<file path="src/rtl/wbr_pkg.sv">
package wbr_pkg;
  localparam int CODE_W   = 4;
  localparam int PH_W     = 3;
  localparam int LAST_DEF = 8;

  typedef struct packed {
    logic            two_slot;
    logic [PH_W-1:0] last_ph;
  } wbr_pat_t;

  function automatic wbr_pat_t wbr_decode(input logic [CODE_W-1:0] c);
    wbr_pat_t p;
    p.two_slot = 1'b0;
    p.last_ph  = '0;
    case (c)
      4'd1: begin p.two_slot = 1'b1; p.last_ph = 3'd2; end
      4'd2: begin p.two_slot = 1'b1; p.last_ph = 3'd3; end
      4'd3: begin p.two_slot = 1'b0; p.last_ph = 3'd1; end
      4'd4: begin p.two_slot = 1'b1; p.last_ph = 3'd4; end
      4'd5: begin p.two_slot = 1'b1; p.last_ph = 3'd5; end
      4'd6: begin p.two_slot = 1'b0; p.last_ph = 3'd2; end
      4'd7: begin p.two_slot = 1'b1; p.last_ph = 3'd7; end
      4'd8: begin p.two_slot = 1'b0; p.last_ph = 3'd3; end
      default: ;
    endcase
    return p;
  endfunction
endpackage

</file>
<file path="src/rtl/wbr_rst_sync.sv">
module wbr_rst_sync #(
  parameter int STAGES = 2
) (
  input  logic clk,
  input  logic rst_n,
  output logic rst_s_n
);
  logic [STAGES-1:0] sync_q;

  always_ff @(posedge clk or negedge rst_n) begin
    if (!rst_n) sync_q <= '0;
    else        sync_q <= {sync_q[STAGES-2:0], 1'b1};
  end

  assign rst_s_n = sync_q[STAGES-1];
endmodule

</file>
<file path="src/rtl/wbr_code_map.sv">
module wbr_code_map
  import wbr_pkg::*;
(
  input  logic [CODE_W-1:0] code,
  output wbr_pat_t          pat,
  output logic              reserved
);
  always_comb begin
    pat      = wbr_decode(code);
    reserved = (code > CODE_W'(LAST_DEF));
  end
endmodule

</file>
<file path="src/rtl/wbr_phase_gen.sv">
module wbr_phase_gen
  import wbr_pkg::*;
(
  input  logic     clk,
  input  logic     rst_n,
  input  logic     restart,
  input  logic     run,
  input  wbr_pat_t pat_in,
  output logic     data_slot
);
  wbr_pat_t        pat_q, pat_d;
  logic [PH_W-1:0] ph_q, ph_d;
  logic            pat_en, ph_en;

  always_comb begin
    pat_en = restart;
    pat_d  = pat_in;
    ph_en  = restart | run;
    if (restart)                 ph_d = '0;
    else if (ph_q == pat_q.last_ph) ph_d = '0;
    else                         ph_d = ph_q + 1'b1;
  end

  always_ff @(posedge clk or negedge rst_n) begin
    if (!rst_n) begin
      pat_q <= '0;
      ph_q  <= '0;
    end else begin
      if (pat_en) pat_q <= pat_d;
      if (ph_en)  ph_q  <= ph_d;
    end
  end

  assign data_slot = (ph_q == '0) | (pat_q.two_slot & (ph_q == PH_W'(1)));

  AST_PHASE_RANGE: assert property (@(posedge clk) disable iff (!rst_n)
    ph_q <= pat_q.last_ph);
endmodule

</file>
<file path="src/rtl/wbr_word_ctr.sv">
module wbr_word_ctr #(
  parameter int CNT_W = 8
) (
  input  logic             clk,
  input  logic             rst_n,
  input  logic             load,
  input  logic [CNT_W-1:0] load_val,
  input  logic             dec,
  output logic             busy,
  output logic             last
);
  logic [CNT_W-1:0] rem_q, rem_d;
  logic             rem_en;

  always_comb begin
    rem_en = load | dec;
    rem_d  = load ? load_val : rem_q - 1'b1;
  end

  always_ff @(posedge clk or negedge rst_n) begin
    if (!rst_n)      rem_q <= '0;
    else if (rem_en) rem_q <= rem_d;
  end

  assign busy = (rem_q != '0);
  assign last = (rem_q == CNT_W'(1));

  AST_LAST_EMPTIES: assert property (@(posedge clk) disable iff (!rst_n)
    (dec && !load && last) |=> !busy);
endmodule

</file>
<file path="src/rtl/wbr_seq_top.sv">
module wbr_seq_top
  import wbr_pkg::*;
#(
  parameter int CNT_W = 8
) (
  input  logic              clk,
  input  logic              rst_n,
  input  logic [CODE_W-1:0] rate_code,
  input  logic              start,
  input  logic [CNT_W-1:0]  word_count,
  output logic              data_valid,
  output logic              word_adv,
  output logic              burst_done,
  output logic              rate_err
);
  logic     rst_s_n;
  wbr_pat_t pat;
  logic     reserved, data_slot, busy, last, dec;
  logic     done_q, done_d, err_q, err_d, err_en;

  wbr_rst_sync #(.STAGES(2)) u_rst (
    .clk(clk), .rst_n(rst_n), .rst_s_n(rst_s_n)
  );

  wbr_code_map u_map (
    .code(rate_code), .pat(pat), .reserved(reserved)
  );

  wbr_phase_gen u_phase (
    .clk(clk), .rst_n(rst_s_n), .restart(start), .run(busy & ~start),
    .pat_in(pat), .data_slot(data_slot)
  );

  wbr_word_ctr #(.CNT_W(CNT_W)) u_words (
    .clk(clk), .rst_n(rst_s_n), .load(start), .load_val(word_count),
    .dec(dec), .busy(busy), .last(last)
  );

  always_comb begin
    data_valid = busy & data_slot;
    word_adv   = data_valid & ~last;
    dec        = data_valid & ~start;
    done_d     = start ? (word_count == '0) : (data_valid & last);
    err_en     = start & reserved;
    err_d      = 1'b1;
  end

  always_ff @(posedge clk or negedge rst_s_n) begin
    if (!rst_s_n) begin
      done_q <= 1'b0;
      err_q  <= 1'b0;
    end else begin
      done_q <= done_d;
      if (err_en) err_q <= err_d;
    end
  end

  assign burst_done = done_q;
  assign rate_err   = err_q;

  AST_ADV_IN_DATA: assert property (@(posedge clk) disable iff (!rst_s_n)
    word_adv |-> data_valid);
  AST_DONE_IDLE: assert property (@(posedge clk) disable iff (!rst_s_n)
    burst_done |-> !data_valid);
  AST_ERR_STICKY: assert property (@(posedge clk) disable iff (!rst_s_n)
    rate_err |=> rate_err);
  AST_RESTART_DATA: assert property (@(posedge clk) disable iff (!rst_s_n)
    (start && word_count != '0) |=> data_valid);
  AST_ZERO_WORDS: assert property (@(posedge clk) disable iff (!rst_s_n)
    (start && word_count == '0) |=> (burst_done && !data_valid));
endmodule

</file>
<file path="config.mk">
export PLATFORM = sky130hd
export DESIGN_NAME = wbr_seq_top
export DESIGN_NICKNAME = d
export VERILOG_FILES = /design/src/rtl/wbr_pkg.sv /design/src/rtl/wbr_rst_sync.sv /design/src/rtl/wbr_code_map.sv /design/src/rtl/wbr_phase_gen.sv /design/src/rtl/wbr_word_ctr.sv /design/src/rtl/wbr_seq_top.sv
export SDC_FILE = /design/constraint.sdc
export NUM_CORES = 1
export LEC_CHECK = 0
export BUFFER_PORTS_ARGS = -buffer_cell sky130_fd_sc_hd__buf_4
export CAP_MARGIN = 20
export CORE_MARGIN = 3
export CORE_UTILIZATION = 59
export CTS_CLUSTER_DIAMETER = 120
export DETAILED_ROUTE_END_ITERATION = 10
export GPL_TIMING_DRIVEN = 0
export PLACE_DENSITY = 0.9
export SLEW_MARGIN = 10
export SYNTH_ARGS = -nofsm -noshare
export SYNTH_HDL_FRONTEND = slang
export SYNTH_SLANG_ARGS = --single-unit
</file>
<file path="constraint.sdc">
create_clock -name clk -period 2.2 [get_ports clk]
set_input_delay 0.11 -clock clk [delete_from_list [all_inputs] [get_ports clk]]
set_output_delay 0.11 -clock clk [all_outputs]
set_load 0.01 [all_outputs]
</file>
==> flow_summary_export.csv <==
group,metric,value,unit
floorplan,core,0.00182,mm^2
power,peakVddDrop,0.677,mV
clock_tree,clockBufferDepth,2,
sta,drv_slew,0,
critical_path,r2r_start,"u_words.rem_q[1]",
clock_tree,h-tree-depth,1,
placed_design,place_inst,172,
clock_tree,clk_latency,0.31,ns
global_route,use_met3,3.79,%
clock_tree,cts_root_buf,"clkbuf_4",
floorplan,die-area,0.00259,mm^2
placed_design,gp_congestion,0.877,
detailed_routing,drt_pre_antenna_iters,4,
cells_and_area,layout-drive-gt1-share,19.7,%
placed_design,portBuffers,17,
critical_path,cp.arrival,1.84,ns
global_route,busiest_layer,"met2",
floorplan,die_w,50.9,um
yosys,synthTopCellsByArea,"dfrtp_1 40%, ha_1 5.3%, nand2_1 3.8%, inv_1 3.5%, a21oi_1 3.4%",
sta,setup_violations,0,
cells_and_area,layout_commonest_cell,"dfrtp_1",
sta,rsz0062_at_grt,"no",
sta,finalHoldViolations,0,
worst_hold_path,min_from,"word_count[0]",
clock_tree,ctsResizeCount,0,
floorplan,die_y,50.9,um
run,drv_cap,0,
detailed_routing,ant_nets,0,
global_route,antenna_found_initial,0,
sta,max_slew_margin,51.8,%
cells_and_area,fin_util,76.0,%
critical_path,cp-end-kind,"output port",
global_route,met2_usage,42.4,%
global_route,grt_first_pass_wirelength,4770,um
cells_and_area,layout_common_cells,"19 x dfrtp_1, 17 x buf_4, 12 x nand2_1",
power,cellPowerDensity,851,mW/mm^2
clock_tree,cts-buffers-inserted,3,
global_route,grt_util_all_layers,24.6,%
detailed_routing,drt_iter0_markers,30,
placed_design,placed_cell_area,0.00135,mm^2
yosys,yosys.area.top_type,"dfrtp_1",
sta,tightest_slew,0.723,ns
outcome,status,"finished, final reports clean",
power,p_leak,0.641,nW
clock_tree,ctsHoldBuffers,1,
detailed_routing,wl_per_cell,14.9,um
power,fin_total_pwr,0.00118,W
detailed_routing,viasPerCell,5.85,
global_route,met1_usage,31.1,%
critical_path,crit_type,"register to output port",
yosys,synth_top_cell_area_share,40.0,%
critical_path,cp-start-kind,"register",
detailed_routing,route.detailed.drc,0,
clock_tree,postCtsSetupBuffers,0,
global_route,grt_max_degree,18,
sta,clock_skew,0.00855,ns
sta,fin_crit_sh,88.8,%
critical_path,r2r_end,"u_words.rem_q[5]",
sta,fin_crit,1.95,ns
cells_and_area,finalNonFillerCells,177,
global_route,grt-ovfl-total,0,
detailed_routing,routed_wl,2630,um
yosys,syn_inst,130,
detailed_routing,num_vias,1035,
critical_path,crit_required,2.09,ns
floorplan,rows,15,
worst_hold_path,min_to,"u_words.rem_q[0]",
cells_and_area,postLayoutCellArea,0.00138,mm^2
critical_path,worst-r2r-setup-slack,0.31,ns
worst_hold_path,hp-class,"primary input to register",
worst_hold_path,worstHoldPathCells,3,
yosys,syn-cell-area,0.00119,mm^2
yosys,yosys_register_bits,19,
cells_and_area,syn_to_final_growth,16.4,%
floorplan,initial_utilization,65.3,%
sta,fin_setup_tns,0,ns
cells_and_area,nFillCells,144,
clock_tree,cts_tree,"yes",
placed_design,hpwl,1980,um
cells_and_area,nets,173,
clock_tree,cts.sinks,19,
yosys,synth_area_per_cell,9.14,um^2
critical_path,path_max_fanout,8,
yosys,yosysWarnings,0,
yosys,ys_seq_area_share,40.0,%
global_route,grt_pass1_vias,1084,
clock_tree,clkSlewWorstSetupHoldPaths,0.11,ns
sta,fmax,0.512,GHz
cells_and_area,diodes,0,
floorplan,io_pins,19,
critical_path,worst_r2r_path_depth,8,
yosys,synth_fp_nets,150,
yosys,synth_cell_types,45,
## registers in the layout (all words and copies together), names as in the netlist
signal,flops
u_phase.ph_q,3
u_phase.pat_q,4
u_rst.sync_q,2
burst_done,1
rate_err,1
u_words.rem_q,8
## area by class of cell
class / instances / area, um^2 / area share (%)
flip-flops and latches: 19 / 475 / 34.4
clock buffers: 4 / 26.3 / 1.90
plain buffers: 5 / 35.0 / 2.53
well taps: 25 / 31.3 / 2.26
inverters: 12 / 45.0 / 3.25
repair buffers: 18 / 138 / 9.95
multi-input cells: 94 / 633 / 45.8
## cells by family after synthesis
logic type      count (synthesis)  synth area share (%)
fa+ha+maj                       5                  5.26
mux                             2                  1.68
xor+xnor                        7                  5.16
flops                          19                  40.0
other cells                     1                 0.315
simple gates                   53                  26.5
compound gates                 26                  14.3
buf+inv                        17                  6.74
## worst max-delay path, cell delays in order (launching register included)
cell and delay (ns):
dfrtp_1 0.42, inv_1 0.11, ha_1 0.18, nor3b_4 0.36, nand2_4 0.11, nand2_2 0.11
inv_2 0.09, buf_4 0.15
## routing by layer
layer | up-vias | share of wire (%)
met1 | 499 | 44
met5 | - | 0
met2 | 31 | 52
met3 | 8 | 3.0
li1 | 497 | -
met4 | 0 | 1.9
## synthesized netlist by cell type (all sizes together)
cell / number
a22oi: 1
inv: 12
and3: 2
nand3b: 1
nand2b: 4
nor4b: 1
buf: 2
nor3b: 2
nor2: 9
nand2: 14
o22ai: 1
o21bai: 1
xnor2: 4
o32ai: 1
nor3: 5
nor4: 4
o311ai: 2
ha: 5
conb: 1
clkbuf: 3
a21oi: 8
nand3: 3
o31a: 1
mux2i: 2
and2: 1
o21ai: 5
dfrtp: 19
a31oi: 2
a221o: 1
nor2b: 3
o2111ai: 1
or4: 1
a2111oi: 1
a211o: 1
or3: 2
nand4: 1
xor2: 3
## worst max-delay path by stage
stage               slack [ns]  cells past startpoint        startpoint                to
global placement          0.37                      8   u_phase.ph_q[0]  u_words.rem_q[5]
CTS                       0.26                      7  u_words.rem_q[1]        data_valid
floorplan                 0.54                      8  u_words.rem_q[0]  u_words.rem_q[5]
detailed placement        0.34                      8  u_words.rem_q[1]  u_words.rem_q[5]
global route              0.08                      7   u_phase.ph_q[0]        data_valid
finish                    0.25                      7  u_words.rem_q[1]        data_valid
## power by group
group | switching, W | internal, W
Sequential | 0.0000967 | 0.000414
Combinational | 0.000260 | 0.000223
Clock | 0.000113 | 0.0000708
## through the flow
stage | hold slack [ns] | worst slack [ns]
after global placement | -0.108 | 0.374
after global routing | 0.0356 | 0.0791
after floorplan | -0.186 | 0.537
after detailed placement | -0.105 | 0.343
final | 0.0156 | 0.246
after CTS | 0.0188 | 0.262
Note: power is estimated with default switching activity, not from simulation.
